`src/rtl/cs_dma_chan.sv`:
```
module cs_dma_chan #(
  parameter int AW = 32,
  parameter int CW = 24,
  parameter int UNIT_BYTES = 4
) (
  input  logic                    clk,
  input  logic                    rst_n,
  input  logic                    reg_wr,
  input  logic                    reg_rd,
  input  logic [2:0]              reg_addr,
  input  logic [31:0]             reg_wdata,
  output logic [31:0]             reg_rdata,
  input  logic                    dreq,
  input  logic                    nmi_in,
  output logic                    bus_req,
  output logic                    bus_we,
  output logic [AW-1:0]           bus_addr,
  output logic [8*UNIT_BYTES-1:0] bus_wdata,
  input  logic [8*UNIT_BYTES-1:0] bus_rdata,
  input  logic                    bus_rdy,
  output logic                    irq
);
  localparam int DW = 8 * UNIT_BYTES;
  localparam int AL = $clog2(UNIT_BYTES);

  typedef enum logic [1:0] {S_IDLE, S_RD, S_WR} st_t;
  st_t st;

  logic [AW-1:0] src, dst;
  logic [CW-1:0] cnt;
  logic [DW-1:0] hold;
  logic en, done, ie, men, aerr, nmif;
  logic done_seen, aerr_seen, nmif_seen;
  logic dreq_q, pend;

  wire active = en & ~done & men & ~aerr & ~nmif & (cnt != '0);
  wire rise   = dreq & ~dreq_q;
  wire start  = (st == S_IDLE) & pend & active;
  wire misal  = (src[AL-1:0] != '0) | (dst[AL-1:0] != '0);

  assign bus_req   = (st != S_IDLE);
  assign bus_we    = (st == S_WR);
  assign bus_addr  = (st == S_WR) ? dst : src;
  assign bus_wdata = hold;

  always_comb begin
    case (reg_addr)
      3'd0:    reg_rdata = 32'(src);
      3'd1:    reg_rdata = 32'(dst);
      3'd2:    reg_rdata = 32'(cnt);
      3'd3:    reg_rdata = {29'd0, ie, done, en};
      3'd4:    reg_rdata = {29'd0, nmif, aerr, men};
      default: reg_rdata = '0;
    endcase
  end

  always_ff @(posedge clk) begin
    if (!rst_n) begin
      st <= S_IDLE; src <= '0; dst <= '0; cnt <= '0; hold <= '0;
      en <= 1'b0; done <= 1'b0; ie <= 1'b0; men <= 1'b0; aerr <= 1'b0; nmif <= 1'b0;
      done_seen <= 1'b0; aerr_seen <= 1'b0; nmif_seen <= 1'b0;
      dreq_q <= 1'b0; pend <= 1'b0; irq <= 1'b0;
    end else begin
      dreq_q <= dreq;
      irq    <= 1'b0;
      pend   <= active & ((pend & ~start) | rise);
      if (nmi_in) nmif <= 1'b1;

      case (st)
        S_IDLE: if (start) begin
          if (misal) aerr <= 1'b1;
          else       st <= S_RD;
        end
        S_RD: if (bus_rdy) begin
          hold <= bus_rdata;
          st   <= S_WR;
        end
        S_WR: if (bus_rdy) begin
          st  <= S_IDLE;
          src <= src + AW'(UNIT_BYTES);
          cnt <= cnt - 1'b1;
          if (cnt == CW'(1)) begin
            done <= 1'b1;
            irq  <= ie;
          end
        end
        default: st <= S_IDLE;
      endcase

      if (reg_rd && reg_addr == 3'd3 && done) done_seen <= 1'b1;
      if (reg_rd && reg_addr == 3'd4) begin
        if (aerr) aerr_seen <= 1'b1;
        if (nmif) nmif_seen <= 1'b1;
      end

      if (reg_wr) begin
        case (reg_addr)
          3'd0: src <= reg_wdata[AW-1:0];
          3'd1: dst <= reg_wdata[AW-1:0];
          3'd2: cnt <= reg_wdata[CW-1:0];
          3'd3: begin
            en <= reg_wdata[0];
            ie <= reg_wdata[2];
            if (!reg_wdata[1] && done_seen) done <= 1'b0;
            done_seen <= 1'b0;
          end
          3'd4: begin
            men <= reg_wdata[0];
            if (!reg_wdata[1] && aerr_seen) aerr <= 1'b0;
            if (!reg_wdata[2] && nmif_seen) nmif <= 1'b0;
            aerr_seen <= 1'b0;
            nmif_seen <= 1'b0;
          end
          default: ;
        endcase
      end
    end
  end

  a_r4_hold_until_ready: assert property (@(posedge clk) disable iff (!rst_n)
    bus_req && !bus_rdy |=> bus_req && $stable(bus_addr) && $stable(bus_we));
  a_r4_write_follows_read: assert property (@(posedge clk) disable iff (!rst_n)
    bus_req && !bus_we && bus_rdy |=> bus_req && bus_we);
  a_r5_source_steps: assert property (@(posedge clk) disable iff (!rst_n)
    bus_req && bus_we && bus_rdy && !reg_wr |=> src == $past(src) + AW'(UNIT_BYTES));
  a_r6_quiet_when_done: assert property (@(posedge clk) disable iff (!rst_n)
    done && !bus_req && !reg_wr |=> !bus_req);
  a_r7_irq_single: assert property (@(posedge clk) disable iff (!rst_n)
    irq |=> !irq);
  a_r7_irq_with_flag: assert property (@(posedge clk) disable iff (!rst_n)
    irq |-> done && ie);
  a_r10_flags_block: assert property (@(posedge clk) disable iff (!rst_n)
    (aerr || nmif || !men) && !bus_req && !reg_wr |=> !bus_req);
endmodule

```
`config.mk`:
```
export PLATFORM = sky130hd
export DESIGN_NAME = cs_dma_chan
export DESIGN_NICKNAME = d
export VERILOG_FILES = /design/src/rtl/cs_dma_chan.sv
export SDC_FILE = /design/constraint.sdc
export NUM_CORES = 1
export LEC_CHECK = 0
export ABC_AREA = 1
export BUFFER_PORTS_ARGS = -buffer_cell sky130_fd_sc_hd__buf_2
export CORE_ASPECT_RATIO = 0.5
export CORE_MARGIN = 1.5
export CORE_UTILIZATION = 54
export CTS_CLUSTER_SIZE = 16
export DETAILED_ROUTE_END_ITERATION = 16
export PLACE_DENSITY = 0.83
export SYNTH_ARGS = -nofsm -noshare
export SYNTH_HDL_FRONTEND = slang
export SYNTH_SLANG_ARGS = --single-unit
```
`constraint.sdc`:
```
create_clock -name clk -period 2.1 [get_ports clk]
set_input_delay 0.21 -clock clk [delete_from_list [all_inputs] [get_ports clk]]
set_output_delay 0.21 -clock clk [all_outputs]
set_load 0.005 [all_outputs]
```
==> run summary <==
The run finished with clean final reports. The fraction of synthesized cell area taken by the top area cell type came out at 0.367. The number of max-capacitance violations reported came out at 0.

The sequential standard cell area is 2680 um^2. Of the total power, the share spent switching nets is 0.279. The number of violations reported at the end of detailed-routing iteration 0 is 852. At the worst endpoint, the arrival time is 2.21 ns. The endpoint identified for the worst register-to-register timing path is cnt[16]. The number of distinct library cells after synthesis came out at 40. The final worst clock skew came out at 0.0119 ns.

The multi-input gate area in the final layout is 3700 um^2. The element type at the critical path end is a flop. The number of vias after detailed routing came out at 8146. The path depth of the worst reg2reg path came out at 11. After floorplanning, the core was divided into 29 placement rows.

The wire length of the first global-routing pass came out at 37100 um. The final number of hold-violating endpoints is 0. The top cell type by total area after synthesis is sky130_fd_sc_hd__dfxtp_1. The maximum operating frequency is 528 MHz.

For this run, the total global-route usage over all layers was measured as 0.328. The leakage power is 4.30 nW. The max-slew headroom at the worst pin is 0.473.

The clock transition time at the flip-flop clock pins of the worst setup and hold paths is 0.06 ns. Setup repair after global routing left no endpoint under its margin. The most used flip-flop cell after synthesis is sky130_fd_sc_hd__dfxtp_1. The HPWL after detailed placement is 16600 um. The layout-stage area growth over the synthesis result came out at 21.9%. The H-tree depth came out at 4. The overall die width is 167 um. The total I/O pin count is 173. The per-cell routed wire length is 16.1 um. The share of power burned in the clock network came out at 0.477.

The filler cells instantiated in the layout total 1127. The flip-flop and latch count after synthesis is 134. The switching power of the nets is 1.73 mW. The height of the chip came out at 85.2 um. The period utilization came out at 0.902. The post-cts resize count came out at 0. The final number of setup-violating endpoints came out at 0. In this run the worst hold path is classified as input port to flop. The number of buffers inserted during clock tree synthesis is 17.

The startpoint identified for the worst register-to-register timing path is cnt[1]. Leaving out fill and tap cells, the most frequent cell in the layout is sky130_fd_sc_hd__nand2_1. The final-layout setup total negative slack came out at 0 ns. The mean instance size in the synthesized netlist came out at 6.66 um^2. Of the synthesized area, sequential elements account for 0.367. The starting utilization of the core area is 0.565. The hold path startpoint is bus_rdata[20]. The total die area came out at 14300 um^2. The power density of the placed cells is 699 nW/um^2. The number of antenna cells inserted is 0. The number of iterations in the first detailed-routing pass is 6.

The number of buffers inserted by port buffering is 172. In this run the worst path has a maximum fanout of 7. The total area inside the core boundary comes to 12900 um^2. The fraction of final layout cells sized beyond drive strength 1 came out at 0.199. The total internal power came out at 4.49 mW. The average via count per standard cell is 5.66.

CTS placed an instance of sky130_fd_sc_hd__clkbuf_16 at the clock tree root. The startpoint type of the worst setup path is a flop. The largest voltage drop on the vdd net came out at 0.489 mV. The worst hold path terminates at bus_wdata[20].

The cell area after technology mapping came out at 7300 um^2. The maximum number of buffers from clock root to sink came out at 2. The required time at the worst-slack endpoint is 2.42 ns. The routed design has 23200 um of wire. Of the total power, combinational logic draws 0.095. After synthesis, the cell types taking the most area are sky130_fd_sc_hd__dfxtp_1, sky130_fd_sc_hd__nand2_1, sky130_fd_sc_hd__inv_1.

The overall power came out at 6.22 mW. The critical path is of the flop to flop type. The max-slew violation count is 0.

The source-to-sink clock delay at the later pin of the worst-skew pair is 0.42 ns. The initial antenna violation count is 0. The worst hold slack is 0.0579 ns. The number of global-route vias before repair is 7530. TritonCTS built the clock tree.

The power share of the sequential group came out at 0.428. The final net count is 1334. The final routed DRC violation total is 0. The minimum clock period after layout is 1.89 ns. The count of warnings emitted by yosys is 0. The net count of the mapped netlist is 1174. The remaining number of nets flagged by the antenna check after routing is 0. The actual transition at the worst max-transition pin is 0.791 ns.

The final weighted congestion of routability-driven global placement is 0.975. The slack of the worst reg-to-reg path is 0.21 ns. The number of enable-type register cells in the synthesized netlist came out at 0. Entering global routing, the biggest net connects 95 pins. The number of clock sinks is 134. The top cell types in the final layout, fill and taps aside, are sky130_fd_sc_hd__nand2_1, sky130_fd_sc_hd__inv_1, sky130_fd_sc_hd__buf_2, sky130_fd_sc_hd__dfxtp_1, sky130_fd_sc_hd__o21ai_0.

Counting instances, the worst hold path has a depth of 3. The global route total overflow came out at 0. Synthesis produced 1096 cells. Counting flops with an async set or reset pin after synthesis yields a share of 0.
synth_stat cells (8+ instances only):
library cell	number
sky130_fd_sc_hd__dfxtp_1	134
sky130_fd_sc_hd__o211ai_1	8
sky130_fd_sc_hd__o21ai_0	111
sky130_fd_sc_hd__nand4_1	17
sky130_fd_sc_hd__o221ai_1	27
sky130_fd_sc_hd__xor2_1	18
sky130_fd_sc_hd__nor2_2	11
sky130_fd_sc_hd__inv_1	175
sky130_fd_sc_hd__o21ai_1	13
sky130_fd_sc_hd__nand3_1	80
sky130_fd_sc_hd__nand2_1	205
sky130_fd_sc_hd__buf_2	10
sky130_fd_sc_hd__nor3_1	14
sky130_fd_sc_hd__o22ai_1	10
sky130_fd_sc_hd__a21oi_1	74
sky130_fd_sc_hd__clkbuf_1	36
sky130_fd_sc_hd__o21bai_1	20
sky130_fd_sc_hd__nor2_1	93
state kept, by name, indices dropped and copies added, names as in the netlist:
register / cells
src: 32
aerr: 1
st: 2
done_seen: 1
nmif: 1
pend: 1
nmif_seen: 1
dst: 32
aerr_seen: 1
dreq_q: 1
cnt: 24
men: 1
done: 1
ie: 1
irq: 1
bus_wdata: 32
en: 1
cell type report:
class | count | area share
timing repair buffer | 193 | 0.118
tap | 170 | 0.0239
clock inverter | 15 | 0.0173
inverter | 180 | 0.0762
clock buffer | 17 | 0.0478
multi-input combinational | 730 | 0.416
sequential | 134 | 0.301
through the flow:
stage | instances | cell area, um^2 | setup slack (ns) | util
2_1_floorplan | 1096 | 7300 | 0.536 | -
3_3_place_gp | 1406 | 8310 | 0.302 | 0.643
3_5_place_dp | 1406 | 8310 | 0.242 | 0.643
4_1_cts | 1439 | 8900 | 0.238 | 0.689
5_1_grt | 1439 | 8900 | 0.0558 | 0.689
6_report | 1439 | 8900 | 0.207 | 0.689
worst max path at each step:
| stage | start | to | slack (ns) | cells after the start |
|---|---|---|---|---|
| 2_1_floorplan | cnt[0] | cnt[16] | 0.54 | 11 |
| 3_3_place_gp | cnt[0] | cnt[20] | 0.30 | 11 |
| 3_5_place_dp | cnt[0] | cnt[20] | 0.24 | 11 |
| 4_1_cts | cnt[1] | cnt[20] | 0.24 | 11 |
| 5_1_grt | cnt[1] | cnt[16] | 0.06 | 11 |
| 6_report | cnt[1] | cnt[16] | 0.21 | 11 |
routing by layer:
layer	track usage	part of all wire	up-vias
met5	0	0	-
met4	0.154	0.036	0
met3	0.0686	0.090	66
met2	0.530	0.45	453
met1	0.424	0.43	3694
li1	-	-	3933
logic make-up (layout without fill, tap and decap cells):
group / after synthesis / after routing / share of synthesized area
and+or+nand+nor: 436 / 436 / 0.263
AOI/OAI and AO/OA: 272 / 272 / 0.216
buffers and inverters: 232 / 405 / 0.126
DFF: 134 / 134 / 0.367
xor gates and xnor gates: 18 / 18 / 0.0216
adders and majority gates: 4 / 4 / 0.00685
critical path, stage by stage (launching register included):
cell	delay, ns
sky130_fd_sc_hd__dfxtp_1	0.32
sky130_fd_sc_hd__inv_1	0.14
sky130_fd_sc_hd__ha_1	0.20
sky130_fd_sc_hd__nand4_1	0.16
sky130_fd_sc_hd__nor2_2	0.30
sky130_fd_sc_hd__nand2_1	0.15
sky130_fd_sc_hd__nor3_2	0.19
sky130_fd_sc_hd__nand2_1	0.08
sky130_fd_sc_hd__nand2_1	0.07
sky130_fd_sc_hd__nand3_1	0.06
sky130_fd_sc_hd__nand2_1	0.08
sky130_fd_sc_hd__inv_1	0.04
power groups by stage:
stage / Sequential, mW / Clock [mW] / Combinational [mW]
after global placement: 2.71 / 0 / 0.569
after global routing: 2.67 / 3.11 / 0.653
final: 2.66 / 2.97 / 0.594
after floorplan: 2.70 / 0 / 0.344
after detailed placement: 2.72 / 0 / 0.577
after CTS: 2.66 / 2.99 / 0.584
repair_timing:
action                                 CTS  global route
endpoints found under the hold margin    1             0
hold buffers                             1             0
setup buffers                            0             0
Note: power is estimated with default switching activity, not from simulation.
